<file path="config.mk">
export PLATFORM = sky130hd
export DESIGN_NAME = wdog_window_top
export DESIGN_NICKNAME = d
export VERILOG_FILES = /design/src/rtl/wdog_pkg.sv /design/src/rtl/wdog_keyseq.sv /design/src/rtl/wdog_counter.sv /design/src/rtl/wdog_cfg.sv /design/src/rtl/wdog_window_top.sv
export SDC_FILE = /design/constraint.sdc
export NUM_CORES = 1
export LEC_CHECK = 0
export ABC_AREA = 1
export BUFFER_PORTS_ARGS = -buffer_cell sky130_fd_sc_hd__buf_2
export CAP_MARGIN = 10
export CORE_MARGIN = 2
export CORE_UTILIZATION = 57
export CTS_BUF_LIST = sky130_fd_sc_hd__clkbuf_8
export CTS_CLUSTER_DIAMETER = 120
export DETAILED_ROUTE_END_ITERATION = 16
export PLACE_DENSITY = 0.89
export SKIP_CTS_REPAIR_TIMING = 1
export SLEW_MARGIN = 20
export SYNTH_ARGS = -nofsm -noshare
export SYNTH_HDL_FRONTEND = slang
export SYNTH_SLANG_ARGS = --single-unit
</file>
<file path="constraint.sdc">
create_clock -name clk -period 2.3 [get_ports clk]
set_clock_uncertainty 0.15 [all_clocks]
set_input_delay 0.115 -clock clk [delete_from_list [all_inputs] [get_ports clk]]
set_output_delay 0.115 -clock clk [all_outputs]
set_load 0.02 [all_outputs]
</file>
<file path="src/rtl/wdog_pkg.sv">
package wdog_pkg;
    localparam int ADDR_W = 8;
    localparam int DATA_W = 32;

    localparam logic [ADDR_W-1:0] OFS_ARM     = 8'h90;
    localparam logic [ADDR_W-1:0] OFS_PRELOAD = 8'h94;
    localparam logic [ADDR_W-1:0] OFS_FLAGS   = 8'h98;
    localparam logic [ADDR_W-1:0] OFS_KEY     = 8'h9C;
    localparam logic [ADDR_W-1:0] OFS_COUNT   = 8'hA0;
    localparam logic [ADDR_W-1:0] OFS_ACTION  = 8'hA4;
    localparam logic [ADDR_W-1:0] OFS_WINDOW  = 8'hA8;

    localparam logic [DATA_W-1:0] ARM_WORD  = 32'hA98559DA;
    localparam logic [DATA_W-1:0] SVC_WORD0 = 32'h0000E51A;
    localparam logic [DATA_W-1:0] SVC_WORD1 = 32'h0000A35C;

    localparam logic [7:0] ACT_IRQ  = 8'h0A;
    localparam logic [7:0] WIN_HALF = 8'h50;

    localparam int FLAG_TO    = 0;
    localparam int FLAG_EARLY = 1;
    localparam int FLAG_BAD   = 2;
    localparam int FLAG_W     = 3;

    typedef enum logic {
        KS_FIRST,
        KS_SECOND
    } key_state_e;
endpackage

</file>
<file path="src/rtl/wdog_keyseq.sv">
module wdog_keyseq
    import wdog_pkg::*;
(
    input  logic              clk,
    input  logic              rst_n,
    input  logic              armed,
    input  logic              key_we,
    input  logic [DATA_W-1:0] key_data,
    output logic              svc_done,
    output logic              bad_key
);
    typedef struct packed {
        key_state_e st;
    } ks_t;

    ks_t d, q;

    always_comb begin
        d        = q;
        svc_done = 1'b0;
        bad_key  = 1'b0;
        if (!armed) begin
            d.st = KS_FIRST;
        end else if (key_we) begin
            unique case (q.st)
                KS_FIRST: begin
                    if (key_data == SVC_WORD0) begin
                        d.st = KS_SECOND;
                    end else begin
                        bad_key = 1'b1;
                    end
                end
                KS_SECOND: begin
                    d.st = KS_FIRST;
                    if (key_data == SVC_WORD1) begin
                        svc_done = 1'b1;
                    end else begin
                        bad_key = 1'b1;
                    end
                end
                default: d.st = KS_FIRST;
            endcase
        end
    end

    always_ff @(posedge clk or negedge rst_n) begin
        if (!rst_n) begin
            q.st <= KS_FIRST;
        end else begin
            q <= d;
        end
    end
endmodule

</file>
<file path="src/rtl/wdog_counter.sv">
module wdog_counter
    import wdog_pkg::*;
#(
    parameter int PRELOAD_W = 12,
    parameter int SHIFT     = 13,
    parameter int CODE_W    = 8,
    localparam int CNT_W    = PRELOAD_W + SHIFT
) (
    input  logic                 clk,
    input  logic                 rst_n,
    input  logic                 armed,
    input  logic                 arm_start,
    input  logic                 svc_done,
    input  logic [PRELOAD_W-1:0] preload,
    input  logic [CODE_W-1:0]    window_code,
    output logic [CNT_W-1:0]     count,
    output logic                 svc_ok,
    output logic                 evt_timeout,
    output logic                 evt_early
);
    typedef struct packed {
        logic [CNT_W-1:0] count;
    } cnt_t;

    cnt_t d, q;
    logic [CNT_W-1:0] reload;
    logic [CNT_W-1:0] half;
    logic             win_open;

    always_comb begin
        reload   = {preload, {SHIFT{1'b0}}};
        half     = reload >> 1;
        win_open = (window_code == CODE_W'(WIN_HALF)) ? (q.count < half) : 1'b1;

        svc_ok      = armed && svc_done && win_open;
        evt_early   = armed && svc_done && !win_open;
        evt_timeout = armed && (q.count == '0);

        d = q;
        if (arm_start) begin
            d.count = reload;
        end else if (armed) begin
            if (svc_ok) begin
                d.count = reload;
            end else if (q.count != '0) begin
                d.count = q.count - CNT_W'(1);
            end
        end
    end

    always_ff @(posedge clk or negedge rst_n) begin
        if (!rst_n) begin
            q.count <= '1;
        end else begin
            q <= d;
        end
    end

    assign count = q.count;
endmodule

</file>
<file path="src/rtl/wdog_cfg.sv">
module wdog_cfg
    import wdog_pkg::*;
#(
    parameter int PRELOAD_W = 12,
    parameter int SHIFT     = 13,
    parameter int CODE_W    = 8,
    localparam int CNT_W    = PRELOAD_W + SHIFT
) (
    input  logic                 clk,
    input  logic                 rst_n,
    input  logic [ADDR_W-1:0]    reg_addr,
    input  logic                 reg_we,
    input  logic [DATA_W-1:0]    reg_wdata,
    input  logic                 reg_re,
    input  logic                 evt_timeout,
    input  logic                 evt_early,
    input  logic                 evt_bad,
    input  logic [CNT_W-1:0]     count,
    output logic                 armed,
    output logic                 arm_start,
    output logic [PRELOAD_W-1:0] preload,
    output logic [CODE_W-1:0]    action_code,
    output logic [CODE_W-1:0]    window_code,
    output logic [DATA_W-1:0]    reg_rdata
);
    typedef struct packed {
        logic                 armed;
        logic [PRELOAD_W-1:0] preload;
        logic [CODE_W-1:0]    action;
        logic [CODE_W-1:0]    window;
        logic [FLAG_W-1:0]    flags;
        logic [DATA_W-1:0]    rdata;
    } cfg_t;

    cfg_t d, q;

    always_comb begin
        d         = q;
        arm_start = 1'b0;

        if (reg_we && !q.armed) begin
            unique case (reg_addr)
                OFS_PRELOAD: d.preload = reg_wdata[PRELOAD_W-1:0];
                OFS_ACTION:  d.action  = reg_wdata[CODE_W-1:0];
                OFS_WINDOW:  d.window  = reg_wdata[CODE_W-1:0];
                OFS_ARM: begin
                    if (reg_wdata == ARM_WORD) begin
                        d.armed   = 1'b1;
                        arm_start = 1'b1;
                    end
                end
                default: ;
            endcase
        end

        if (reg_we && (reg_addr == OFS_FLAGS)) begin
            d.flags = q.flags & ~reg_wdata[FLAG_W-1:0];
        end
        if (evt_timeout) d.flags[FLAG_TO]    = 1'b1;
        if (evt_early)   d.flags[FLAG_EARLY] = 1'b1;
        if (evt_bad)     d.flags[FLAG_BAD]   = 1'b1;

        d.rdata = '0;
        if (reg_re) begin
            unique case (reg_addr)
                OFS_ARM:     d.rdata = q.armed ? ARM_WORD : '0;
                OFS_PRELOAD: d.rdata[PRELOAD_W-1:0] = q.preload;
                OFS_FLAGS:   d.rdata[FLAG_W-1:0]    = q.flags;
                OFS_COUNT:   d.rdata[CNT_W-1:0]     = count;
                OFS_ACTION:  d.rdata[CODE_W-1:0]    = q.action;
                OFS_WINDOW:  d.rdata[CODE_W-1:0]    = q.window;
                default:     d.rdata = '0;
            endcase
        end
    end

    always_ff @(posedge clk or negedge rst_n) begin
        if (!rst_n) begin
            q <= '0;
        end else begin
            q <= d;
        end
    end

    assign armed       = q.armed;
    assign preload     = q.preload;
    assign action_code = q.action;
    assign window_code = q.window;
    assign reg_rdata   = q.rdata;
endmodule

</file>
<file path="src/rtl/wdog_window_top.sv">
module wdog_window_top
    import wdog_pkg::*;
#(
    parameter int PRELOAD_W = 12,
    parameter int SHIFT     = 13,
    parameter int CODE_W    = 8,
    localparam int CNT_W    = PRELOAD_W + SHIFT
) (
    input  logic        clk,
    input  logic        rst_n,
    input  logic [7:0]  reg_addr,
    input  logic        reg_we,
    input  logic [31:0] reg_wdata,
    input  logic        reg_re,
    output logic [31:0] reg_rdata,
    output logic        irq_o,
    output logic        rst_req_o
);
    typedef struct packed {
        logic irq;
        logic rst_req;
    } react_t;

    react_t d, q;

    logic                 armed;
    logic                 arm_start;
    logic [PRELOAD_W-1:0] preload;
    logic [CODE_W-1:0]    action_code;
    logic [CODE_W-1:0]    window_code;
    logic [CNT_W-1:0]     count;
    logic                 svc_done;
    logic                 bad_key;
    logic                 svc_ok;
    logic                 evt_timeout;
    logic                 evt_early;
    logic                 key_we;

    assign key_we = reg_we && (reg_addr == OFS_KEY);

    wdog_cfg #(
        .PRELOAD_W (PRELOAD_W),
        .SHIFT     (SHIFT),
        .CODE_W    (CODE_W)
    ) i_cfg (
        .clk         (clk),
        .rst_n       (rst_n),
        .reg_addr    (reg_addr),
        .reg_we      (reg_we),
        .reg_wdata   (reg_wdata),
        .reg_re      (reg_re),
        .evt_timeout (evt_timeout),
        .evt_early   (evt_early),
        .evt_bad     (bad_key),
        .count       (count),
        .armed       (armed),
        .arm_start   (arm_start),
        .preload     (preload),
        .action_code (action_code),
        .window_code (window_code),
        .reg_rdata   (reg_rdata)
    );

    wdog_keyseq i_keyseq (
        .clk      (clk),
        .rst_n    (rst_n),
        .armed    (armed),
        .key_we   (key_we),
        .key_data (reg_wdata),
        .svc_done (svc_done),
        .bad_key  (bad_key)
    );

    wdog_counter #(
        .PRELOAD_W (PRELOAD_W),
        .SHIFT     (SHIFT),
        .CODE_W    (CODE_W)
    ) i_counter (
        .clk         (clk),
        .rst_n       (rst_n),
        .armed       (armed),
        .arm_start   (arm_start),
        .svc_done    (svc_done),
        .preload     (preload),
        .window_code (window_code),
        .count       (count),
        .svc_ok      (svc_ok),
        .evt_timeout (evt_timeout),
        .evt_early   (evt_early)
    );

    always_comb begin
        d = q;
        if (evt_timeout || evt_early || bad_key) begin
            if (action_code == CODE_W'(ACT_IRQ)) begin
                d.irq = 1'b1;
            end else begin
                d.rst_req = 1'b1;
            end
        end
    end

    always_ff @(posedge clk or negedge rst_n) begin
        if (!rst_n) begin
            q <= '0;
        end else begin
            q <= d;
        end
    end

    assign irq_o     = q.irq;
    assign rst_req_o = q.rst_req;
endmodule

</file>
==> impl_metrics.toml <==
[status]
result_of_the_run = "finished, violations left"
violations = "hold timing, setup timing"

[timing]
timing.setup.tns_ns = -0.08634
max-slew-margin-rel_pct = 62.45
fin_hold_ws_ns = -0.03316
finalCriticalPeriod_ns = 2.322
timing.final.hold_violations = 5
grt_setup_unrepaired = "yes"
timing.final.crit_share_pct = 101.0
max_freq_mhz = 430.7
setup-violations-final = 8
worst_pin_slew_ns = 0.5615
final_slew_violations = 0
fin_ws_ns = -0.02195

[critical_path]
critPathKind = "reg2reg"
crit_arrival_ns = 2.50
end_kind = "flip-flop"
cpMaxStageDelayCell = "sky130_fd_sc_hd__dfrtp_1"
critPathLaunchType = "flip-flop"
crit_chain = "inv_2, ha_4, inv_2, nor2_4, nand3b_1, nor2_1, nand2_1, nand2_1, nand2_4, nand2_8, nand2_8, buf_6, nand2_1, nand3_1, nand2_1"
cp.required_ns = 2.48
critPathMaxStageDelay_ns = 0.40
crit_fanout = 7
path_common_cell = "sky130_fd_sc_hd__nand2_1"

[synthesis]
synth.top_cell.area_share_pct = 27.52
synth.avg_cell_area_um2 = 7.166
synth_seq_area_share_pct = 39.36
post_synth_main_area_contributors = "sky130_fd_sc_hd__dfrtp_1 (28%), sky130_fd_sc_hd__nand2_1 (13%), sky130_fd_sc_hd__dfstp_2 (12%), sky130_fd_sc_hd__nor2_1 (7.6%), sky130_fd_sc_hd__nand3_1 (7.0%)"
synth-main-ff-cell = "sky130_fd_sc_hd__dfrtp_1"
synth_seq_cells = 86
synthesis.instances = 774
synthDominantAreaCellType = "sky130_fd_sc_hd__dfrtp_1"
ys_async_sr_fraction_pct = 100.0
synth_area_mm2 = 0.005547
synthesis.yosys.warnings = 0
synth_enable_flop_cells = 0
synth_cell_type_count = 42

[floorplan]
dieWidth_um = 102.6
floorplan.rows = 36
initial_utilization_pct = 57.81
dieArea_mm2 = 0.01054
num_ports = 78
die_height_um = 102.6
floorplan.core_area_mm2 = 0.009594

[clocking]
cts_sinks = 86
ctsLongestPathBuffers = 2
clock-root-buffer = "sky130_fd_sc_hd__clkbuf_8"
clock_latency_ns = 0.38
cts_inserted_buffers = 9
cts_tree = "done"
h-tree-depth = 3
clkTransAtPathRegs_ns = 0.09

[routing]
drc = 0
drt_pass1_iterations = 6
post_drt_wl_per_cell_um = 16.16
routed_wl_um = 16020
detail_route.iter0.violations = 918
via_per_inst = 5.733
vias = 5681
antenna_left = 0

[global_routing]
grt_max_degree = 87
grt_antenna_before_repair = 0
track_usage_pct = 29.57
first_global_vias = 4995
grt_first_pass_wirelength_um = 24020
gr-total-overflow = 0

[placement]
dp_hpwl_um = 10950
finalWeightedCongestion = 1.033
port_buffers = 73
post_placement_setup_slack_ns = 0.05442

[hold_path]
min_path_type = "in2reg"

[finish]
syn2layout_area_growth_pct = 16.56
antenna_diode_count = 0
layout_common_cells = "sky130_fd_sc_hd__nand2_1 (186), sky130_fd_sc_hd__nor2_1 (104), sky130_fd_sc_hd__inv_1 (89), sky130_fd_sc_hd__buf_2 (72), sky130_fd_sc_hd__nand3_1 (71)"
filler_cell_count = 789
post_route_cells_drive_above_1_share_pct = 22.38
leading_cell_type_in_the_layout_fill_and_taps_excluded = "sky130_fd_sc_hd__nand2_1"
regArea_mm2 = 0.002183
fin_util_pct = 67.38
nets = 910
multiInputGateArea_mm2 = 0.002840

[pwr]
vdd_ir_drop_max_uv = 263.0
power.total_w = 0.002795
power.density_cell_area_mw_per_mm2 = 432.3
power_leakage_nw = 3.349

[job]
cap_violations = 0
==> synth_stat cells (8+ instances only) <==
master	n
sky130_fd_sc_hd__nand2_1	187
sky130_fd_sc_hd__buf_4	33
sky130_fd_sc_hd__ha_1	13
sky130_fd_sc_hd__o21ai_0	31
sky130_fd_sc_hd__inv_2	12
sky130_fd_sc_hd__xor2_1	15
sky130_fd_sc_hd__dfstp_2	25
sky130_fd_sc_hd__inv_1	90
sky130_fd_sc_hd__nor3_1	9
sky130_fd_sc_hd__dfrtp_1	61
sky130_fd_sc_hd__nand4_1	16
sky130_fd_sc_hd__o22ai_1	8
sky130_fd_sc_hd__nand3_1	78
sky130_fd_sc_hd__a21oi_1	15
sky130_fd_sc_hd__nor2_1	112
sky130_fd_sc_hd__o21ai_1	10
==> kinds of logic (layout without fill, tap and decap cells) <==
group	after synthesis	after routing	synth area share, %
xor gates and xnor gates	17	17	2.685
buffers and inverters	148	226	12.88
adders and majority gates	13	13	2.933
other	1	4	0.06761
DFF	86	86	39.36
AOI/OAI and AO/OA	77	77	7.647
and+or+nand+nor	432	435	34.42
==> per-stage QoR <==
stage / instance area (um2) / instances
after floorplan: 5558 / 777
after global placement: 5888 / 953
after detailed placement: 5888 / 953
after CTS: 6088 / 969
after global routing: 6465 / 991
final: 6465 / 991
==> final timing paths <==
path,startpoint,to,slack (ns),cells after the start
max,i_cfg.preload[11],i_counter.count[23],-0.02,15
min,reg_wdata[4],i_cfg.action_code[4],-0.03,3
max reg2reg,i_cfg.preload[11],i_counter.count[23],-0.02,15
min reg2reg,irq_o,irq_o,0.33,1
max in group asynchronous,rst_n,i_counter.count[11],1.46,3
min in group asynchronous,rst_n,irq_o,0.12,3
==> sequential cells by signal, summed over array words and instances, names as in the netlist <==
signal / cells
irq_o: 1
i_cfg.reg_rdata: 26
i_cfg.armed: 1
i_cfg.action_code: 8
i_cfg.window_code: 8
i_cfg.q: 3
i_cfg.preload: 12
i_keyseq.q: 1
rst_req_o: 1
i_counter.count: 25
==> report_power, final <==
group,switching (W),internal (W),leakage (nW),total [W]
clock network,0.000554,0.000527,0.0997,0.00108
logic,0.000127,0.0000653,2.17,0.000192
registers,0.00000370,0.00152,1.08,0.00152
total,0.000685,0.00211,3.35,0.00279
==> worst max-delay path: cells and delay by family, from the launching register on <==
kind,cells,cell delay [ns]
and+or+nand+nor,11,1.16
buffers and inverters,3,0.28
adders and majority gates,1,0.28
DFF,1,0.40
==> cell type report <==
type	instances	area share (%)
Multi-Input combinational cell	546	43.93
Clock inverter	6	0.9677
Inverter	104	6.232
Sequential cell	86	33.77
Tap cell	133	2.574
Clock buffer	10	2.129
Timing Repair Buffer	106	10.39
==> metal layers <==
metal	global-route usage, %	routed length [um]
met5	0	0
met4	14.56	770
met3	7.390	1986
met2	44.65	7294
met1	39.81	5965
No activity file was read; power rests on OpenSTA's default activity.
